### src/rtl/rdma_pkg.sv
package rdma_pkg;
  localparam int WORD_W     = 32;
  localparam int CNT_W      = 24;
  localparam int NEXT_W     = 8;
  localparam int DESC_SHIFT = 4;
  localparam int PAGE_W     = NEXT_W + DESC_SHIFT;
  localparam int NFLAG      = 5;

  // command word bit positions
  localparam int B_VALID = 0;
  localparam int B_LINK  = 1;
  localparam int B_IE    = 2;
  localparam int SZ_LO   = 3;
  localparam int SZ_HI   = 5;

  // flag indices
  localparam int F_CT   = 0;
  localparam int F_TE   = 1;
  localparam int F_AE   = 2;
  localparam int F_DI   = 3;
  localparam int F_HALT = 4;

  localparam logic [2:0] SZ_BYTE   = 3'd0;
  localparam logic [2:0] SZ_HALF   = 3'd1;
  localparam logic [2:0] SZ_WORD   = 3'd2;
  localparam logic [2:0] SZ_LINE16 = 3'd3;
  localparam logic [2:0] SZ_LINE32 = 3'd4;

  typedef enum logic [2:0] {
    ST_IDLE, ST_DREQ, ST_DWAIT, ST_CHECK, ST_RUN, ST_RREQ, ST_RWAIT, ST_PUSH
  } dstate_e;

  function automatic logic [5:0] unit_bytes(input logic [2:0] code);
    case (code)
      SZ_BYTE:   return 6'd1;
      SZ_HALF:   return 6'd2;
      SZ_WORD:   return 6'd4;
      SZ_LINE16: return 6'd16;
      SZ_LINE32: return 6'd32;
      default:   return 6'd0;
    endcase
  endfunction

  function automatic logic [3:0] unit_words(input logic [2:0] code);
    case (code)
      SZ_LINE16: return 4'd4;
      SZ_LINE32: return 4'd8;
      default:   return 4'd1;
    endcase
  endfunction

  function automatic logic size_ok(input logic [2:0] code);
    return code <= SZ_LINE32;
  endfunction
endpackage

### src/rtl/rdma_addr_gen.sv
module rdma_addr_gen
  import rdma_pkg::*;
(
  input  logic              clk,
  input  logic              rst_n,
  input  logic              load,
  input  logic [WORD_W-1:0] src_in,
  input  logic [CNT_W-1:0]  cnt_in,
  input  logic [2:0]        size_in,
  input  logic              step,
  output logic [WORD_W-1:0] rd_addr,
  output logic [1:0]        lane,
  output logic              done
);
  logic [WORD_W-1:0] cur_q, cur_d;
  logic [3:0]        widx_q, widx_d;
  logic [CNT_W-1:0]  left_q, left_d;
  logic [2:0]        size_q, size_d;
  logic [3:0]        last_w;
  logic              unit_end;

  assign last_w   = unit_words(size_q) - 4'd1;
  assign unit_end = step && !load && (widx_q == last_w);

  always_comb begin
    cur_d  = cur_q;
    widx_d = widx_q;
    left_d = left_q;
    size_d = size_q;
    if (load) begin
      cur_d  = src_in;
      widx_d = '0;
      left_d = cnt_in;
      size_d = size_in;
    end else if (step) begin
      if (widx_q == last_w) begin
        widx_d = '0;
        cur_d  = cur_q + WORD_W'(unit_bytes(size_q));
        left_d = left_q - CNT_W'(1);
      end else begin
        widx_d = widx_q + 4'd1;
      end
    end
  end

  always_ff @(posedge clk or negedge rst_n) begin
    if (!rst_n) begin
      cur_q  <= '0;
      widx_q <= '0;
      left_q <= '0;
      size_q <= SZ_WORD;
    end else if (load || step) begin
      cur_q  <= cur_d;
      widx_q <= widx_d;
      left_q <= left_d;
      size_q <= size_d;
    end
  end

  assign rd_addr = {cur_q[WORD_W-1:2], 2'b00} + WORD_W'({widx_q, 2'b00});
  assign lane    = cur_q[1:0];
  assign done    = (left_q == '0);

  a_r3_src_rises: assert property (@(posedge clk) disable iff (!rst_n)
    unit_end |=> cur_q == $past(cur_q) + WORD_W'(unit_bytes($past(size_q))));
  a_r8_count_down: assert property (@(posedge clk) disable iff (!rst_n)
    unit_end |=> left_q == $past(left_q) - CNT_W'(1));
endmodule

### src/rtl/rdma_status.sv
module rdma_status
  import rdma_pkg::*;
(
  input  logic             clk,
  input  logic             rst_n,
  input  logic [NFLAG-1:0] set_ev,
  input  logic             te_irq_ev,
  input  logic [NFLAG-1:0] clr,
  output logic [NFLAG-1:0] flags_q,
  output logic             irq
);
  logic [NFLAG-1:0] flags_d;
  logic             te_pend_q, te_pend_d;
  logic             upd;

  always_comb begin
    flags_d   = (flags_q & ~clr) | set_ev;
    te_pend_d = te_irq_ev | (te_pend_q & ~clr[F_TE]);
    upd       = (|set_ev) || (|clr) || te_irq_ev;
  end

  always_ff @(posedge clk or negedge rst_n) begin
    if (!rst_n) begin
      flags_q   <= '0;
      te_pend_q <= 1'b0;
    end else if (upd) begin
      flags_q   <= flags_d;
      te_pend_q <= te_pend_d;
    end
  end

  assign irq = te_pend_q | flags_q[F_AE] | flags_q[F_DI];

  for (genvar i = 0; i < NFLAG; i++) begin : g_flag_chk
    a_r11_set_wins: assert property (@(posedge clk) disable iff (!rst_n)
      set_ev[i] |=> flags_q[i]);
    a_r11_w1c: assert property (@(posedge clk) disable iff (!rst_n)
      (clr[i] && !set_ev[i]) |=> !flags_q[i]);
  end

  a_r12_te_irq_flagged: assert property (@(posedge clk) disable iff (!rst_n)
    (irq && !flags_q[F_AE] && !flags_q[F_DI]) |-> flags_q[F_TE]);
endmodule

### src/rtl/rdma_ctrl.sv
module rdma_ctrl
  import rdma_pkg::*;
#(
  parameter int DEPTH_W      = 6,
  parameter int PAL_MAX_BITS = 8
) (
  input  logic               clk,
  input  logic               rst_n,
  input  logic               doorbell,
  input  logic [DEPTH_W-1:0] pix_bits,
  input  logic [WORD_W-1:0]  pal_head,
  input  logic [WORD_W-1:0]  frm_head,
  input  logic               chain_on,
  input  logic               chain_off,
  output logic               mem_req,
  output logic [WORD_W-1:0]  mem_addr,
  input  logic [WORD_W-1:0]  mem_rdata,
  input  logic               mem_rvalid,
  input  logic               fifo_full,
  output logic               fifo_wr,
  output logic [WORD_W-1:0]  fifo_wdata,
  output logic [WORD_W-1:0]  fifo_waddr,
  output logic               agen_load,
  output logic [WORD_W-1:0]  agen_src,
  output logic [CNT_W-1:0]   agen_cnt,
  output logic [2:0]         agen_size,
  output logic               agen_step,
  input  logic [WORD_W-1:0]  agen_rd_addr,
  input  logic [1:0]         agen_lane,
  input  logic               agen_done,
  output logic [NFLAG-1:0]   set_ev,
  output logic               te_irq_ev
);
  dstate_e           state_q, state_d;
  logic [WORD_W-1:0] desc_q, desc_d;
  logic [1:0]        dw_q, dw_d;
  logic              link_q, link_d;
  logic [WORD_W-1:0] cmd_q, src_q, tgt_q, data_q;
  logic [NEXT_W-1:0] nxt_q;
  logic [CNT_W-1:0]  cnt_q;
  logic              cap_desc, cap_data;
  logic [2:0]        sz;
  logic [WORD_W-1:0] ub_mask, head, next_addr;

  assign sz        = cmd_q[SZ_HI:SZ_LO];
  assign ub_mask   = WORD_W'(unit_bytes(sz)) - WORD_W'(1);
  assign head      = (pix_bits <= DEPTH_W'(PAL_MAX_BITS)) ? pal_head : frm_head;
  assign next_addr = {desc_q[WORD_W-1:PAGE_W], nxt_q, {DESC_SHIFT{1'b0}}};

  always_comb begin
    state_d   = state_q;
    desc_d    = desc_q;
    dw_d      = dw_q;
    link_d    = link_q;
    cap_desc  = 1'b0;
    cap_data  = 1'b0;
    agen_load = 1'b0;
    agen_step = 1'b0;
    mem_req   = 1'b0;
    mem_addr  = '0;
    fifo_wr   = 1'b0;
    set_ev    = '0;
    te_irq_ev = 1'b0;
    case (state_q)
      ST_IDLE: if (doorbell) begin
        desc_d  = {head[WORD_W-1:DESC_SHIFT], {DESC_SHIFT{1'b0}}};
        dw_d    = '0;
        state_d = ST_DREQ;
      end
      ST_DREQ: begin
        mem_req  = 1'b1;
        mem_addr = desc_q + WORD_W'({dw_q, 2'b00});
        state_d  = ST_DWAIT;
      end
      ST_DWAIT: if (mem_rvalid) begin
        cap_desc = 1'b1;
        if (dw_q == 2'd0) link_d = mem_rdata[B_LINK];
        if (dw_q == 2'd3) state_d = ST_CHECK;
        else begin
          dw_d    = dw_q + 2'd1;
          state_d = ST_DREQ;
        end
      end
      ST_CHECK: begin
        if (!cmd_q[B_VALID] || !size_ok(sz)) begin
          set_ev[F_DI]   = 1'b1;
          set_ev[F_HALT] = 1'b1;
          state_d        = ST_IDLE;
        end else if (((src_q | tgt_q) & ub_mask) != '0) begin
          set_ev[F_AE]   = 1'b1;
          set_ev[F_HALT] = 1'b1;
          state_d        = ST_IDLE;
        end else begin
          agen_load = 1'b1;
          state_d   = ST_RUN;
        end
      end
      ST_RUN: begin
        if (agen_done) begin
          set_ev[F_CT] = 1'b1;
          if (link_q) begin
            desc_d  = next_addr;
            dw_d    = '0;
            state_d = ST_DREQ;
          end else begin
            set_ev[F_TE] = 1'b1;
            te_irq_ev    = cmd_q[B_IE];
            state_d      = ST_IDLE;
          end
        end else begin
          state_d = ST_RREQ;
        end
      end
      ST_RREQ: begin
        mem_req  = 1'b1;
        mem_addr = agen_rd_addr;
        state_d  = ST_RWAIT;
      end
      ST_RWAIT: if (mem_rvalid) begin
        cap_data = 1'b1;
        state_d  = ST_PUSH;
      end
      ST_PUSH: if (!fifo_full) begin
        fifo_wr   = 1'b1;
        agen_step = 1'b1;
        state_d   = ST_RUN;
      end
      default: state_d = ST_IDLE;
    endcase
    if (state_q != ST_IDLE) begin
      if (chain_on)  link_d = 1'b1;
      if (chain_off) link_d = 1'b0;
    end
  end

  always_ff @(posedge clk or negedge rst_n) begin
    if (!rst_n) begin
      state_q <= ST_IDLE;
      desc_q  <= '0;
      dw_q    <= '0;
      link_q  <= 1'b0;
    end else begin
      state_q <= state_d;
      desc_q  <= desc_d;
      dw_q    <= dw_d;
      link_q  <= link_d;
    end
  end

  always_ff @(posedge clk) begin
    if (cap_desc) begin
      case (dw_q)
        2'd0:    cmd_q <= mem_rdata;
        2'd1:    src_q <= mem_rdata;
        2'd2:    tgt_q <= mem_rdata;
        default: {nxt_q, cnt_q} <= mem_rdata;
      endcase
    end
    if (cap_data) data_q <= mem_rdata;
  end

  always_comb begin
    case (sz)
      SZ_BYTE: fifo_wdata = WORD_W'(8'(data_q >> {agen_lane, 3'b000}));
      SZ_HALF: fifo_wdata = WORD_W'(16'(data_q >> {agen_lane[1], 4'b0000}));
      default: fifo_wdata = data_q;
    endcase
  end

  assign fifo_waddr = tgt_q;
  assign agen_src   = src_q;
  assign agen_cnt   = cnt_q;
  assign agen_size  = sz;

  a_r13_hold_full: assert property (@(posedge clk) disable iff (!rst_n)
    (state_q == ST_PUSH && fifo_full) |=> (state_q == ST_PUSH && $stable(fifo_wdata)));
  a_r9_stop_on_error: assert property (@(posedge clk) disable iff (!rst_n)
    (set_ev[F_AE] || set_ev[F_DI]) |=> (state_q == ST_IDLE && !fifo_wr));
  a_r8_ct_at_count_end: assert property (@(posedge clk) disable iff (!rst_n)
    set_ev[F_CT] |-> agen_done);
  a_r3_single_request: assert property (@(posedge clk) disable iff (!rst_n)
    mem_req |=> !mem_req);
endmodule

### src/rtl/lcd_refresh_dma.sv
module lcd_refresh_dma
  import rdma_pkg::*;
#(
  parameter int DEPTH_W      = 6,
  parameter int PAL_MAX_BITS = 8
) (
  input  logic               clk,
  input  logic               rst_n,
  input  logic               doorbell,
  input  logic [DEPTH_W-1:0] pix_bits,
  input  logic [31:0]        pal_head,
  input  logic [31:0]        frm_head,
  input  logic               chain_on,
  input  logic               chain_off,
  output logic               mem_req,
  output logic [31:0]        mem_addr,
  input  logic [31:0]        mem_rdata,
  input  logic               mem_rvalid,
  input  logic               fifo_full,
  output logic               fifo_wr,
  output logic [31:0]        fifo_wdata,
  output logic [31:0]        fifo_waddr,
  input  logic [4:0]         flag_clr,
  output logic [4:0]         flags,
  output logic               irq
);
  logic              agen_load, agen_step, agen_done, te_irq_ev;
  logic [WORD_W-1:0] agen_src, agen_rd_addr;
  logic [CNT_W-1:0]  agen_cnt;
  logic [2:0]        agen_size;
  logic [1:0]        agen_lane;
  logic [NFLAG-1:0]  set_ev;

  rdma_ctrl #(.DEPTH_W(DEPTH_W), .PAL_MAX_BITS(PAL_MAX_BITS)) u_ctrl (
    .clk(clk), .rst_n(rst_n), .doorbell(doorbell), .pix_bits(pix_bits),
    .pal_head(pal_head), .frm_head(frm_head),
    .chain_on(chain_on), .chain_off(chain_off),
    .mem_req(mem_req), .mem_addr(mem_addr), .mem_rdata(mem_rdata), .mem_rvalid(mem_rvalid),
    .fifo_full(fifo_full), .fifo_wr(fifo_wr), .fifo_wdata(fifo_wdata), .fifo_waddr(fifo_waddr),
    .agen_load(agen_load), .agen_src(agen_src), .agen_cnt(agen_cnt), .agen_size(agen_size),
    .agen_step(agen_step), .agen_rd_addr(agen_rd_addr), .agen_lane(agen_lane),
    .agen_done(agen_done), .set_ev(set_ev), .te_irq_ev(te_irq_ev)
  );

  rdma_addr_gen u_agen (
    .clk(clk), .rst_n(rst_n), .load(agen_load), .src_in(agen_src), .cnt_in(agen_cnt),
    .size_in(agen_size), .step(agen_step), .rd_addr(agen_rd_addr), .lane(agen_lane),
    .done(agen_done)
  );

  rdma_status u_status (
    .clk(clk), .rst_n(rst_n), .set_ev(set_ev), .te_irq_ev(te_irq_ev),
    .clr(flag_clr), .flags_q(flags), .irq(irq)
  );
endmodule

### config.mk
export PLATFORM = sky130hd
export DESIGN_NAME = lcd_refresh_dma
export DESIGN_NICKNAME = d
export VERILOG_FILES = /design/src/rtl/rdma_pkg.sv /design/src/rtl/rdma_addr_gen.sv /design/src/rtl/rdma_status.sv /design/src/rtl/rdma_ctrl.sv /design/src/rtl/lcd_refresh_dma.sv
export SDC_FILE = /design/constraint.sdc
export NUM_CORES = 1
export LEC_CHECK = 0
export ABC_CLOCK_PERIOD_IN_PS = 3300
export BUFFER_PORTS_ARGS = -buffer_cell sky130_fd_sc_hd__clkbuf_2
export CORE_AREA = 2 2 156 158
export DETAILED_ROUTE_END_ITERATION = 10
export DIE_AREA = 0 0 158 160
export GPL_ROUTABILITY_DRIVEN = 0
export PLACE_DENSITY = 0.72
export SYNTH_ARGS = -nofsm -noshare
export SYNTH_HDL_FRONTEND = slang
export SYNTH_SLANG_ARGS = --single-unit
### constraint.sdc
create_clock -name clk -period 3.3 [get_ports clk]
set_input_delay 0.165 -clock clk [delete_from_list [all_inputs] [get_ports clk]]
set_output_delay 0.165 -clock clk [all_outputs]
set_load 0.05 [all_outputs]
==> run_summary.xml, run 1 <==
<?xml version="1.0" encoding="UTF-8"?>
<metrics>
  <group name="final_layout">
    <metric name="final_area" unit="um2">14700</metric>
    <metric name="num-nets-final" unit="">1467</metric>
    <metric name="insertedDiodeCount" unit="">0</metric>
    <metric name="fraction_of_layout_cells_with_a_size_suffix_above_1" unit="%">23.6</metric>
    <metric name="area_growth" unit="%">26.0</metric>
    <metric name="mostFrequentLayoutCell" unit="">sky130_fd_sc_hd__clkbuf_2</metric>
    <metric name="layout.cells.most_common_list" unit="">sky130_fd_sc_hd__clkbuf_2 (203), sky130_fd_sc_hd__nor2_1 (134), sky130_fd_sc_hd__edfxtp_1 (133)</metric>
  </group>
  <group name="sta">
    <metric name="final.setup_skew" unit="ns">0.0114</metric>
    <metric name="timing.final.max_slew_violations" unit="">0</metric>
    <metric name="fmaxAchievable" unit="MHz">314</metric>
    <metric name="post-route-period-util" unit="%">96.6</metric>
    <metric name="hold-worst-slack" unit="ns">0.0106</metric>
    <metric name="rsz0062_at_grt" unit="">false</metric>
    <metric name="worst_slew_pin_slew" unit="ns">0.806</metric>
    <metric name="timing.final.crit_period" unit="ns">3.19</metric>
    <metric name="setup_tns" unit="ns">0</metric>
    <metric name="hold_viol_final" unit="">0</metric>
    <metric name="slew_headroom" unit="%">45.7</metric>
    <metric name="setup-violations-final" unit="">0</metric>
  </group>
  <group name="worst_setup_path">
    <metric name="crit_path_cell_trace" unit="">ha_1 -&gt; o21ai_0 -&gt; nor2_2 -&gt; o21ai_4 -&gt; or3_1 -&gt; a311oi_1 -&gt; clkbuf_4</metric>
    <metric name="cp-start-kind" unit="">flip-flop</metric>
    <metric name="timing.critical_path.required" unit="ns">3.13</metric>
    <metric name="critPathMaxStageDelay" unit="ns">0.46</metric>
    <metric name="reg2reg_to" unit="">u_agen.cur_q[29]$_DFFE_PN0P_</metric>
    <metric name="cp_slowest_cell" unit="">sky130_fd_sc_hd__dfrtp_1</metric>
    <metric name="worst_path_buf_inv" unit="">1</metric>
    <metric name="worst-r2r-cell-count" unit="">9</metric>
    <metric name="crit_fanout" unit="">8</metric>
    <metric name="crit_type" unit="">reg2out</metric>
    <metric name="critical_path_depth" unit="">7</metric>
    <metric name="timing.critical_path.arrival" unit="ns">3.02</metric>
    <metric name="regToRegSetupSlack" unit="ns">0.41</metric>
    <metric name="crit_path_end_kind" unit="">output port</metric>
    <metric name="regToRegStartpoint" unit="">u_agen.size_q[2]$_DFFE_PN0P_</metric>
    <metric name="timing.critical_path.max_delay_family" unit="">compound AO/OA/AOI/OAI gates</metric>
  </group>
  <group name="grt">
    <metric name="grt_remaining_overflow" unit="">0</metric>
    <metric name="grt_use_total" unit="%">25.4</metric>
    <metric name="grt_pass1_vias" unit="">9026</metric>
    <metric name="grt_antenna_before_repair" unit="">1</metric>
    <metric name="largest_net_degree_at_the_start_of_global_routing" unit="">58</metric>
    <metric name="first_pass_grt_wire_length" unit="um">49500</metric>
  </group>
  <group name="floorplan">
    <metric name="fp.dieW" unit="um">158</metric>
    <metric name="die_area" unit="um2">25300</metric>
    <metric name="core_box_area" unit="um2">23800</metric>
    <metric name="ioPinCount" unit="">218</metric>
    <metric name="placementRows" unit="">57</metric>
    <metric name="start_util" unit="%">48.9</metric>
    <metric name="floorplan.die.height" unit="um">160</metric>
  </group>
  <group name="detailed_routing">
    <metric name="detailroute.via_count" unit="">9355</metric>
    <metric name="drt_first_iter_violations" unit="">933</metric>
    <metric name="detail_route.drc_violations" unit="">0</metric>
    <metric name="antenna_left" unit="">0</metric>
    <metric name="post_drt_wl_per_cell" unit="um">19.2</metric>
    <metric name="length_of_the_first_detailed_routing_pass_in_iterations" unit="">5</metric>
    <metric name="via_per_inst" unit="">5.58</metric>
    <metric name="routed_wirelength" unit="um">32300</metric>
  </group>
  <group name="hold_path">
    <metric name="hp-start" unit="">frm_head[14]</metric>
    <metric name="min_path_type" unit="">in2reg</metric>
    <metric name="holdPathStages" unit="">3</metric>
    <metric name="hold-path-endpoint" unit="">u_ctrl.desc_q[14]$_DFFE_PN0P_</metric>
  </group>
  <group name="clock_network">
    <metric name="cts-root-to-sink-buffers" unit="">3</metric>
    <metric name="htreeDepth" unit="">1</metric>
    <metric name="clkSlewWorstSetupHoldPaths" unit="ns">0.07</metric>
    <metric name="tritoncts_clock_tree" unit="">yes</metric>
    <metric name="cts-root-buf" unit="">sky130_fd_sc_hd__clkbuf_16</metric>
    <metric name="cts.sink_count" unit="">236</metric>
    <metric name="post-cts-setup-buffers" unit="">0</metric>
    <metric name="cts_made_buffers" unit="">25</metric>
    <metric name="clock_insertion_delay_worst_skew" unit="ns">0.52</metric>
  </group>
  <group name="power_and_ir_drop">
    <metric name="p_per_area" unit="nW/um2">763</metric>
    <metric name="irDropWorstVdd" unit="uV">802</metric>
    <metric name="leak" unit="nW">5.99</metric>
  </group>
  <group name="outcome">
    <metric name="status" unit="">finished, final reports clean</metric>
  </group>
  <group name="synth">
    <metric name="netlist_instances" unit="">1058</metric>
    <metric name="ys_warn_count" unit="">0</metric>
    <metric name="synthDominantCellAreaShare" unit="%">34.3</metric>
    <metric name="syn-cell-area" unit="um2">11700</metric>
    <metric name="synth_enable_flop_cells" unit="">133</metric>
    <metric name="yosys-top-cells-area" unit="">sky130_fd_sc_hd__edfxtp_1 (34%), sky130_fd_sc_hd__dfrtp_1 (22%), sky130_fd_sc_hd__nor2_1 (4.4%)</metric>
    <metric name="synth_largest_area_cell" unit="">sky130_fd_sc_hd__edfxtp_1</metric>
    <metric name="post_synth_cell_types" unit="">72</metric>
    <metric name="synth-seq-area-share" unit="%">56.4</metric>
    <metric name="postSynth.topFlopCell" unit="">sky130_fd_sc_hd__edfxtp_1</metric>
    <metric name="synthesis.area_per_instance" unit="um2">11.0</metric>
    <metric name="share_of_flip_flops_with_an_asynchronous_set_or_reset_after_synthesis" unit="%">43.6</metric>
    <metric name="synth-seq-cells" unit="">236</metric>
  </group>
  <group name="place">
    <metric name="placement.io_buffers" unit="">207</metric>
    <metric name="placed_cell_area" unit="um2">13100</metric>
    <metric name="place_hpwl" unit="um">22200</metric>
  </group>
  <group name="run">
    <metric name="drv_cap" unit="">0</metric>
  </group>
</metrics>
repair_timing:
action	4_1_cts	5_1_grt
endpoints found under the setup margin	6	10
hold buffers	77	0
hold endpoints to repair	203	0
resized for setup	5	13
registers in the layout, indices dropped and copies added, names as in the netlist:
name                flops
u_ctrl.fifo_waddr      32
u_agen.cur_q           32
u_agen.size_q           3
u_ctrl.nxt_q            8
u_ctrl.data_q          32
u_status.te_pend_q      1
u_ctrl.agen_src        32
u_agen.widx_q           4
u_ctrl.state_q          3
u_ctrl.link_q           1
u_agen.left_q          24
u_status.flags_q        5
u_ctrl.dw_q             2
u_ctrl.desc_q          28
u_ctrl.cmd_q            5
u_ctrl.agen_cnt        24
cell type report:
| cell class | instances | area, um2 |
|---|---|---|
| repair buffers | 305 | 2000 |
| multi-input cells | 739 | 4800 |
| well taps | 324 | 405 |
| clock buffers | 30 | 654 |
| inverters | 27 | 101 |
| clock inverters | 15 | 156 |
| fillers | 1967 | 9130 |
| flip-flops and latches | 236 | 6580 |
where the power goes:
part | switching, mW | internal, mW
Clock | 1.20 | 1.59
Sequential | 0.569 | 3.60
Combinational | 2.83 | 1.41
cells in the mapped netlist, drive strengths merged (10+ instances only):
cell type and n:
a211oi 10, a21oi 102, and2 23, and3 11, buf 11, clkbuf 46
dfrtp 102, edfxtp 133, ha 17, inv 27, mux2 13, mux2i 39
nand2 60, nand3 26, nand4 25, nor2 138, nor3 19, o21ai 52
o22ai 12, xnor2 32, xor2 44
tightest hold or removal path: cells and delay by family:
kind                   cells  cell delay (ns)
AO/OA/AOI/OAI              1             0.15
multiplexers               1             0.10
buffers and inverters      1             0.08
metal layers:
metal	up-vias	routed length [um]	global-route usage (%)
met5	-	0	0
li1	4383	-	-
met2	394	15200	40.4
met3	49	2290	3.28
met4	0	745	6.63
met1	4529	14100	37.0
metrics by stage:
stage | utilization [%] | std cells | power, mW | setup WS [ns]
final | 61.7 | 1676 | 11.2 | 0.111
after global routing | 61.7 | 1676 | 11.8 | 0.0235
after CTS | 61.5 | 1676 | 11.1 | 0.0441
after detailed placement | 54.8 | 1554 | 8.22 | 0.464
after global placement | 54.8 | 1554 | 8.17 | 0.484
after floorplan | - | 1059 | 7.12 | 0.0463
cells by family (layout without fill, tap and decap cells):
family,count (synthesis),count (layout),share of synthesized area [%]
AND/OR/NAND/NOR,366,366,16.3
flip-flops,236,236,56.4
AO/OA/AOI/OAI,224,224,11.6
buffers and inverters,84,377,2.96
XOR/XNOR,76,76,5.71
multiplexers,52,52,4.86
adder cells (fa/ha/maj),19,19,2.17
other,1,2,0.0322
worst max path at each step:
stage	from	to	slack [ns]
6_report	u_agen.widx_q[2]$_DFFE_PN0P_	mem_addr[29]	0.11
5_1_grt	u_agen.widx_q[2]$_DFFE_PN0P_	mem_addr[29]	0.02
4_1_cts	u_agen.widx_q[2]$_DFFE_PN0P_	mem_addr[29]	0.04
3_5_place_dp	u_agen.widx_q[0]$_DFFE_PN0P_	mem_addr[14]	0.46
3_3_place_gp	u_agen.widx_q[0]$_DFFE_PN0P_	mem_addr[14]	0.48
2_1_floorplan	u_agen.widx_q[0]$_DFFE_PN0P_	mem_addr[14]	0.05
Note: power is estimated with default switching activity, not from simulation.
==> inputs of run 2 (changes only) <==
--- a/config.mk
+++ b/config.mk
@@ -8,10 +8,12 @@
 export ABC_CLOCK_PERIOD_IN_PS = 3300
 export BUFFER_PORTS_ARGS = -buffer_cell sky130_fd_sc_hd__clkbuf_2
 export CORE_AREA = 2 2 156 158
+export CTS_CLUSTER_SIZE = 24
 export DETAILED_ROUTE_END_ITERATION = 10
 export DIE_AREA = 0 0 158 160
 export GPL_ROUTABILITY_DRIVEN = 0
 export PLACE_DENSITY = 0.72
+export RECOVER_POWER = 100
 export SYNTH_ARGS = -nofsm -noshare
 export SYNTH_HDL_FRONTEND = slang
 export SYNTH_SLANG_ARGS = --single-unit
==> run 2 against run 1 <==
Clock skew decreased by 0.0011 ns. Largest power group unchanged. The run now ends with capacitance limit, slew limit left. Die area did not move. Sequential power barely moved.
==> run_summary.xml, run 2 (synthesis gave the netlist of run 1 again) <==
<?xml version="1.0" encoding="UTF-8"?>
<metrics>
  <group name="outcome">
    <metric name="status" unit="">complete, but fails checks</metric>
    <metric name="failing_checks" unit="">capacitance limit, slew limit</metric>
  </group>
  <group name="sta">
    <metric name="final.setup_skew" unit="ns">0.0103</metric>
    <metric name="timing.final.max_slew_violations" unit="">41</metric>
    <metric name="slew_headroom" unit="%">-6.83</metric>
    <metric name="setup-violations-final" unit="">0</metric>
    <metric name="fmaxAchievable" unit="MHz">314</metric>
    <metric name="post-route-period-util" unit="%">96.6</metric>
    <metric name="hold_viol_final" unit="">0</metric>
    <metric name="hold-worst-slack" unit="ns">0.0120</metric>
    <metric name="finalWorstSetupSlack" unit="ns">0.113</metric>
    <metric name="timing.final.crit_period" unit="ns">3.19</metric>
    <metric name="worst_slew_pin_slew" unit="ns">1.60</metric>
  </group>
  <group name="grt">
    <metric name="largest_net_degree_at_the_start_of_global_routing" unit="">58</metric>
    <metric name="grt_use_total" unit="%">25.4</metric>
    <metric name="global_route.peak_usage_layer" unit="">met2</metric>
    <metric name="grt.met1_usage" unit="%">37.0</metric>
    <metric name="met3_global_route_usage" unit="%">3.28</metric>
    <metric name="use_met2" unit="%">40.4</metric>
    <metric name="first_pass_grt_wire_length" unit="um">49500</metric>
    <metric name="grt_pass1_vias" unit="">9026</metric>
    <metric name="grt_remaining_overflow" unit="">0</metric>
    <metric name="grt_antenna_before_repair" unit="">1</metric>
  </group>
  <group name="worst_setup_path">
    <metric name="crit_type" unit="">reg2out</metric>
    <metric name="crit_fanout" unit="">8</metric>
    <metric name="timing.critical_path.required" unit="ns">3.13</metric>
    <metric name="cp-start-kind" unit="">flip-flop</metric>
    <metric name="crit_path_end_kind" unit="">output port</metric>
    <metric name="timing.critical_path.arrival" unit="ns">3.02</metric>
  </group>
  <group name="final_layout">
    <metric name="mostFrequentLayoutCell" unit="">sky130_fd_sc_hd__nor2_1</metric>
    <metric name="fill_cells" unit="">2056</metric>
    <metric name="layout.cells.most_common_list" unit="">sky130_fd_sc_hd__nor2_1 (135), sky130_fd_sc_hd__edfxtp_1 (133), sky130_fd_sc_hd__clkbuf_2 (114)</metric>
    <metric name="area_growth" unit="%">24.0</metric>
    <metric name="finish.cell_count_without_fillers" unit="">1676</metric>
    <metric name="num-nets-final" unit="">1467</metric>
    <metric name="multi_input_comb_area" unit="um2">4730</metric>
    <metric name="fraction_of_layout_cells_with_a_size_suffix_above_1" unit="%">15.3</metric>
    <metric name="insertedDiodeCount" unit="">0</metric>
    <metric name="ff_latch_area" unit="um2">6580</metric>
  </group>
  <group name="floorplan">
    <metric name="ioPinCount" unit="">218</metric>
    <metric name="start_util" unit="%">48.9</metric>
    <metric name="floorplan.die.height" unit="um">160</metric>
    <metric name="die_area" unit="um2">25300</metric>
    <metric name="core_box_area" unit="um2">23800</metric>
    <metric name="placementRows" unit="">57</metric>
    <metric name="fp.dieW" unit="um">158</metric>
  </group>
  <group name="place">
    <metric name="post-place-cells" unit="">1554</metric>
    <metric name="post-place-ws" unit="ns">0.464</metric>
    <metric name="placement.io_buffers" unit="">207</metric>
    <metric name="place_hpwl" unit="um">22200</metric>
  </group>
  <group name="detailed_routing">
    <metric name="antenna_left" unit="">0</metric>
    <metric name="drt_first_iter_violations" unit="">873</metric>
    <metric name="detail_route.drc_violations" unit="">0</metric>
    <metric name="via_per_inst" unit="">5.56</metric>
    <metric name="routed_wirelength" unit="um">32300</metric>
    <metric name="post_drt_wl_per_cell" unit="um">19.3</metric>
    <metric name="detailroute.via_count" unit="">9320</metric>
    <metric name="length_of_the_first_detailed_routing_pass_in_iterations" unit="">7</metric>
  </group>
  <group name="clock_network">
    <metric name="post-cts-setup-buffers" unit="">0</metric>
    <metric name="cts.sink_count" unit="">236</metric>
    <metric name="tritoncts_clock_tree" unit="">yes</metric>
    <metric name="clock_insertion_delay_worst_skew" unit="ns">0.52</metric>
    <metric name="cts-root-buf" unit="">sky130_fd_sc_hd__clkbuf_16</metric>
    <metric name="htreeDepth" unit="">1</metric>
    <metric name="clkSlewWorstSetupHoldPaths" unit="ns">0.06</metric>
    <metric name="cts_made_buffers" unit="">25</metric>
    <metric name="cts-root-to-sink-buffers" unit="">3</metric>
  </group>
  <group name="run">
    <metric name="drv_cap" unit="">1</metric>
  </group>
  <group name="hold_path">
    <metric name="min_path_type" unit="">in2reg</metric>
  </group>
  <group name="power_and_ir_drop">
    <metric name="irDropWorstVdd" unit="uV">770</metric>
    <metric name="p_per_area" unit="nW/um2">770</metric>
    <metric name="leak" unit="nW">5.62</metric>
    <metric name="power.total" unit="mW">11.1</metric>
  </group>
</metrics>
==> run 2: worst paths after layout <==
kind / start / to / slack [ns] / cells past startpoint
worst max-delay path: u_agen.cur_q[9]$_DFFE_PN0P_ / mem_addr[30] / 0.11 / 7
max in group asynchronous: rst_n / u_agen.cur_q[13]$_DFFE_PN0P_ / 0.80 / 3
worst min-delay path: frm_head[14] / u_ctrl.desc_q[14]$_DFFE_PN0P_ / 0.01 / 3
worst max register to register: u_ctrl.cmd_q[4]$_DFFE_PP_ / u_agen.cur_q[4]$_DFFE_PN0P_ / 0.26 / 10
min in group asynchronous: rst_n / u_ctrl.desc_q[24]$_DFFE_PN0P_ / 0.46 / 2
worst min register to register: u_ctrl.cmd_q[2]$_DFFE_PP_ / u_status.te_pend_q$_DFFE_PN0P_ / 0.49 / 2
==> run 2: report_power, final <==
group | switching, mW | internal, mW
Clock | 1.20 | 1.59
Combinational | 2.84 | 1.34
Sequential | 0.561 | 3.60
Total | 4.60 | 6.54
==> run 2: through the flow <==
stage	utilization (%)	TNS [ns]	cell area (um2)
after floorplan	-	0	11700
after global placement	54.8	0	13100
after detailed placement	54.8	0	13100
after CTS	61.5	0	14700
after global routing	60.7	-0.00553	14500
final	60.7	0	14500
==> run 2: area by class of cell <==
cell class / instances / area share (%)
sequential: 236 / 45.5
multi-input combinational: 739 / 32.7
timing repair buffer: 305 / 12.7
clock buffer: 30 / 4.53
tap: 324 / 2.80
clock inverter: 15 / 1.08
inverter: 27 / 0.701
==> run 2: layer usage <==
layer	part of all wire [%]	wire length (um)
met4	2.2	719
met1	43	14000
met3	7.5	2430
met2	47	15100
met5	0	0
==> run 2: what timing repair did <==
item,in CTS,in global routing
setup endpoints to repair,6,10
resized for setup,5,13
hold buffers,77,0
endpoints found under the hold margin,203,0
==> run 2: worst max-delay path, stage by stage, from the launching register on <==
cell and delay, ns:
sky130_fd_sc_hd__dfrtp_1 0.51, sky130_fd_sc_hd__nand4_1 0.21, sky130_fd_sc_hd__nor4_2 0.70, sky130_fd_sc_hd__o211ai_1 0.30, sky130_fd_sc_hd__nor2_1 0.18, sky130_fd_sc_hd__xnor2_1 0.10
sky130_fd_sc_hd__a21oi_1 0.18, sky130_fd_sc_hd__clkbuf_2 0.32
==> inputs of run 3 (changes only) <==
--- a/config.mk
+++ b/config.mk
@@ -13,7 +13,7 @@
 export DIE_AREA = 0 0 158 160
 export GPL_ROUTABILITY_DRIVEN = 0
 export PLACE_DENSITY = 0.72
-export RECOVER_POWER = 100
+export RECOVER_POWER = 50
 export SYNTH_ARGS = -nofsm -noshare
 export SYNTH_HDL_FRONTEND = slang
 export SYNTH_SLANG_ARGS = --single-unit
==> run 3 against run 2 <==
The flow still finishes with violations (capacitance limit, slew limit). Worst setup slack better by 0.0061 ns. Sequential share of layout area down 0.37 points. First-iteration DRC count rose by 1.5%. Clock-buffer cell count stayed put. Sequential power about the same. Register-to-register slack improved by 0.16 ns. Power rose by 0.46%. Critical path type unchanged. Critical endpoint is now mem_addr[29].
==> run_summary.xml, run 3 (synthesis gave the netlist of run 1 again) <==
<?xml version="1.0" encoding="UTF-8"?>
<metrics>
  <group name="outcome">
    <metric name="status" unit="">complete, but fails checks</metric>
    <metric name="failing_checks" unit="">capacitance limit, slew limit</metric>
  </group>
  <group name="worst_setup_path">
    <metric name="worst_path_buf_inv" unit="">1</metric>
    <metric name="crit_fanout" unit="">8</metric>
    <metric name="crit_type" unit="">reg2out</metric>
    <metric name="timing.critical_path.required" unit="ns">3.13</metric>
    <metric name="timing.critical_path.arrival" unit="ns">3.02</metric>
    <metric name="crit_path_end_kind" unit="">output port</metric>
    <metric name="cp_slowest_cell" unit="">sky130_fd_sc_hd__dfrtp_1</metric>
    <metric name="crit_path_cell_trace" unit="">ha_1 -&gt; o21ai_0 -&gt; nor2_2 -&gt; o21ai_4 -&gt; or3_1 -&gt; a311oi_1 -&gt; clkbuf_4</metric>
    <metric name="critPathMaxStageDelay" unit="ns">0.46</metric>
    <metric name="cp-start-kind" unit="">flip-flop</metric>
    <metric name="timing.critical_path.max_delay_family" unit="">compound AO/OA/AOI/OAI gates</metric>
  </group>
  <group name="sta">
    <metric name="hold_viol_final" unit="">0</metric>
    <metric name="fmaxAchievable" unit="MHz">314</metric>
    <metric name="slew_headroom" unit="%">-7.11</metric>
    <metric name="setup-violations-final" unit="">0</metric>
    <metric name="rsz0062_at_grt" unit="">false</metric>
    <metric name="setup_tns" unit="ns">0</metric>
    <metric name="hold-worst-slack" unit="ns">0.00908</metric>
    <metric name="timing.final.max_slew_violations" unit="">41</metric>
    <metric name="post-route-period-util" unit="%">96.4</metric>
    <metric name="timing.final.crit_period" unit="ns">3.18</metric>
    <metric name="final.setup_skew" unit="ns">0.0102</metric>
    <metric name="worst_slew_pin_slew" unit="ns">1.61</metric>
  </group>
  <group name="clock_network">
    <metric name="clock_insertion_delay_worst_skew" unit="ns">0.52</metric>
    <metric name="htreeDepth" unit="">1</metric>
    <metric name="tritoncts_clock_tree" unit="">yes</metric>
    <metric name="cts_made_buffers" unit="">25</metric>
    <metric name="post-cts-setup-buffers" unit="">0</metric>
    <metric name="cts-root-buf" unit="">sky130_fd_sc_hd__clkbuf_16</metric>
    <metric name="cts-root-to-sink-buffers" unit="">3</metric>
    <metric name="cts.sink_count" unit="">236</metric>
    <metric name="clkSlewWorstSetupHoldPaths" unit="ns">0.06</metric>
  </group>
  <group name="detailed_routing">
    <metric name="via_per_inst" unit="">5.57</metric>
    <metric name="detailroute.via_count" unit="">9335</metric>
    <metric name="length_of_the_first_detailed_routing_pass_in_iterations" unit="">5</metric>
    <metric name="routed_wirelength" unit="um">32200</metric>
    <metric name="post_drt_wl_per_cell" unit="um">19.2</metric>
    <metric name="drt_first_iter_violations" unit="">886</metric>
    <metric name="detail_route.drc_violations" unit="">0</metric>
    <metric name="antenna_left" unit="">0</metric>
  </group>
  <group name="place">
    <metric name="placement.io_buffers" unit="">207</metric>
    <metric name="placed_cell_area" unit="um2">13100</metric>
    <metric name="place_hpwl" unit="um">22200</metric>
  </group>
  <group name="floorplan">
    <metric name="die_area" unit="um2">25300</metric>
    <metric name="core_box_area" unit="um2">23800</metric>
    <metric name="start_util" unit="%">48.9</metric>
    <metric name="fp.dieW" unit="um">158</metric>
    <metric name="ioPinCount" unit="">218</metric>
    <metric name="floorplan.die.height" unit="um">160</metric>
    <metric name="placementRows" unit="">57</metric>
  </group>
  <group name="final_layout">
    <metric name="num-nets-final" unit="">1467</metric>
    <metric name="fraction_of_layout_cells_with_a_size_suffix_above_1" unit="%">18.3</metric>
    <metric name="fill_cells" unit="">2020</metric>
    <metric name="final_area" unit="um2">14600</metric>
    <metric name="area_growth" unit="%">25.0</metric>
    <metric name="mostFrequentLayoutCell" unit="">sky130_fd_sc_hd__clkbuf_2</metric>
    <metric name="layout.cells.most_common_list" unit="">sky130_fd_sc_hd__clkbuf_2 (136), sky130_fd_sc_hd__nor2_1 (135), sky130_fd_sc_hd__edfxtp_1 (133)</metric>
    <metric name="insertedDiodeCount" unit="">0</metric>
  </group>
  <group name="power_and_ir_drop">
    <metric name="leak" unit="nW">5.77</metric>
    <metric name="p_per_area" unit="nW/um2">768</metric>
    <metric name="irDropWorstVdd" unit="uV">785</metric>
  </group>
  <group name="hold_path">
    <metric name="min_path_type" unit="">in2reg</metric>
  </group>
  <group name="grt">
    <metric name="first_pass_grt_wire_length" unit="um">49500</metric>
    <metric name="largest_net_degree_at_the_start_of_global_routing" unit="">58</metric>
    <metric name="grt_remaining_overflow" unit="">0</metric>
    <metric name="grt_use_total" unit="%">25.4</metric>
    <metric name="grt_antenna_before_repair" unit="">1</metric>
    <metric name="grt_pass1_vias" unit="">9026</metric>
  </group>
  <group name="run">
    <metric name="drv_cap" unit="">1</metric>
  </group>
</metrics>
[run 3: layer usage]
layer	GRT usage [%]	vias up	wire (um)
li1	-	4383	-
met1	37.0	4495	13900
met2	40.4	415	15200
met3	3.28	42	2480
met4	6.63	0	627
met5	0	-	0
[run 3: final timing paths]
| path | startpoint | endpoint | slack, ns | cells past startpoint |
|---|---|---|---|---|
| worst max register to register | u_agen.size_q[2]$_DFFE_PN0P_ | u_agen.cur_q[29]$_DFFE_PN0P_ | 0.42 | 9 |
| worst min-delay path | frm_head[14] | u_ctrl.desc_q[14]$_DFFE_PN0P_ | 0.009 | 3 |
| max in group asynchronous | rst_n | u_agen.cur_q[17]$_DFFE_PN0P_ | 0.81 | 3 |
| worst max-delay path | u_agen.widx_q[2]$_DFFE_PN0P_ | mem_addr[29] | 0.12 | 7 |
| worst min register to register | u_ctrl.cmd_q[2]$_DFFE_PP_ | u_status.te_pend_q$_DFFE_PN0P_ | 0.49 | 2 |
| min in group asynchronous | rst_n | u_ctrl.desc_q[24]$_DFFE_PN0P_ | 0.45 | 2 |
[run 3: where the power goes]
part	internal [mW]	total (mW)	leakage [nW]	switching (mW)
sequential	3.60	4.16	2.30	0.563
clock	1.59	2.79	0.398	1.19
combinational	1.40	4.24	3.07	2.84
total	6.59	11.2	5.77	4.59
[run 3: cell type report]
cell class	instances	area [um2]	area share [%]
clock buffer	30	654	4.49
timing repair buffer	305	1890	13.0
clock inverter	15	156	1.07
inverter	27	101	0.695
sequential	236	6580	45.1
multi-input combinational	739	4790	32.9
tap	324	405	2.78
[run 3: worst reg2reg max path, cell delays in order, from the launching register on]
cell	delay, ns
sky130_fd_sc_hd__dfrtp_1	0.44
sky130_fd_sc_hd__or3b_2	0.52
sky130_fd_sc_hd__inv_1	0.09
sky130_fd_sc_hd__ha_1	0.28
sky130_fd_sc_hd__and4_1	0.22
sky130_fd_sc_hd__nand2_1	0.06
sky130_fd_sc_hd__nand4_1	0.49
sky130_fd_sc_hd__nor4b_1	0.37
sky130_fd_sc_hd__xnor2_1	0.21
sky130_fd_sc_hd__a21oi_1	0.09
[run 3: timing repair]
action	CTS	global route
hold buffers	77	0
endpoints found under the setup margin	6	10
gates resized for setup	5	13
hold endpoints to repair	203	0
[run 3: stage by stage]
stage	utilization (%)	total power [mW]	setup WS, ns	instances
2_1_floorplan	-	7.12	0.0463	1059
3_3_place_gp	54.8	8.17	0.484	1554
3_5_place_dp	54.8	8.22	0.464	1554
4_1_cts	61.5	11.1	0.0441	1676
5_1_grt	61.2	11.7	0.0162	1676
6_report	61.2	11.2	0.119	1676
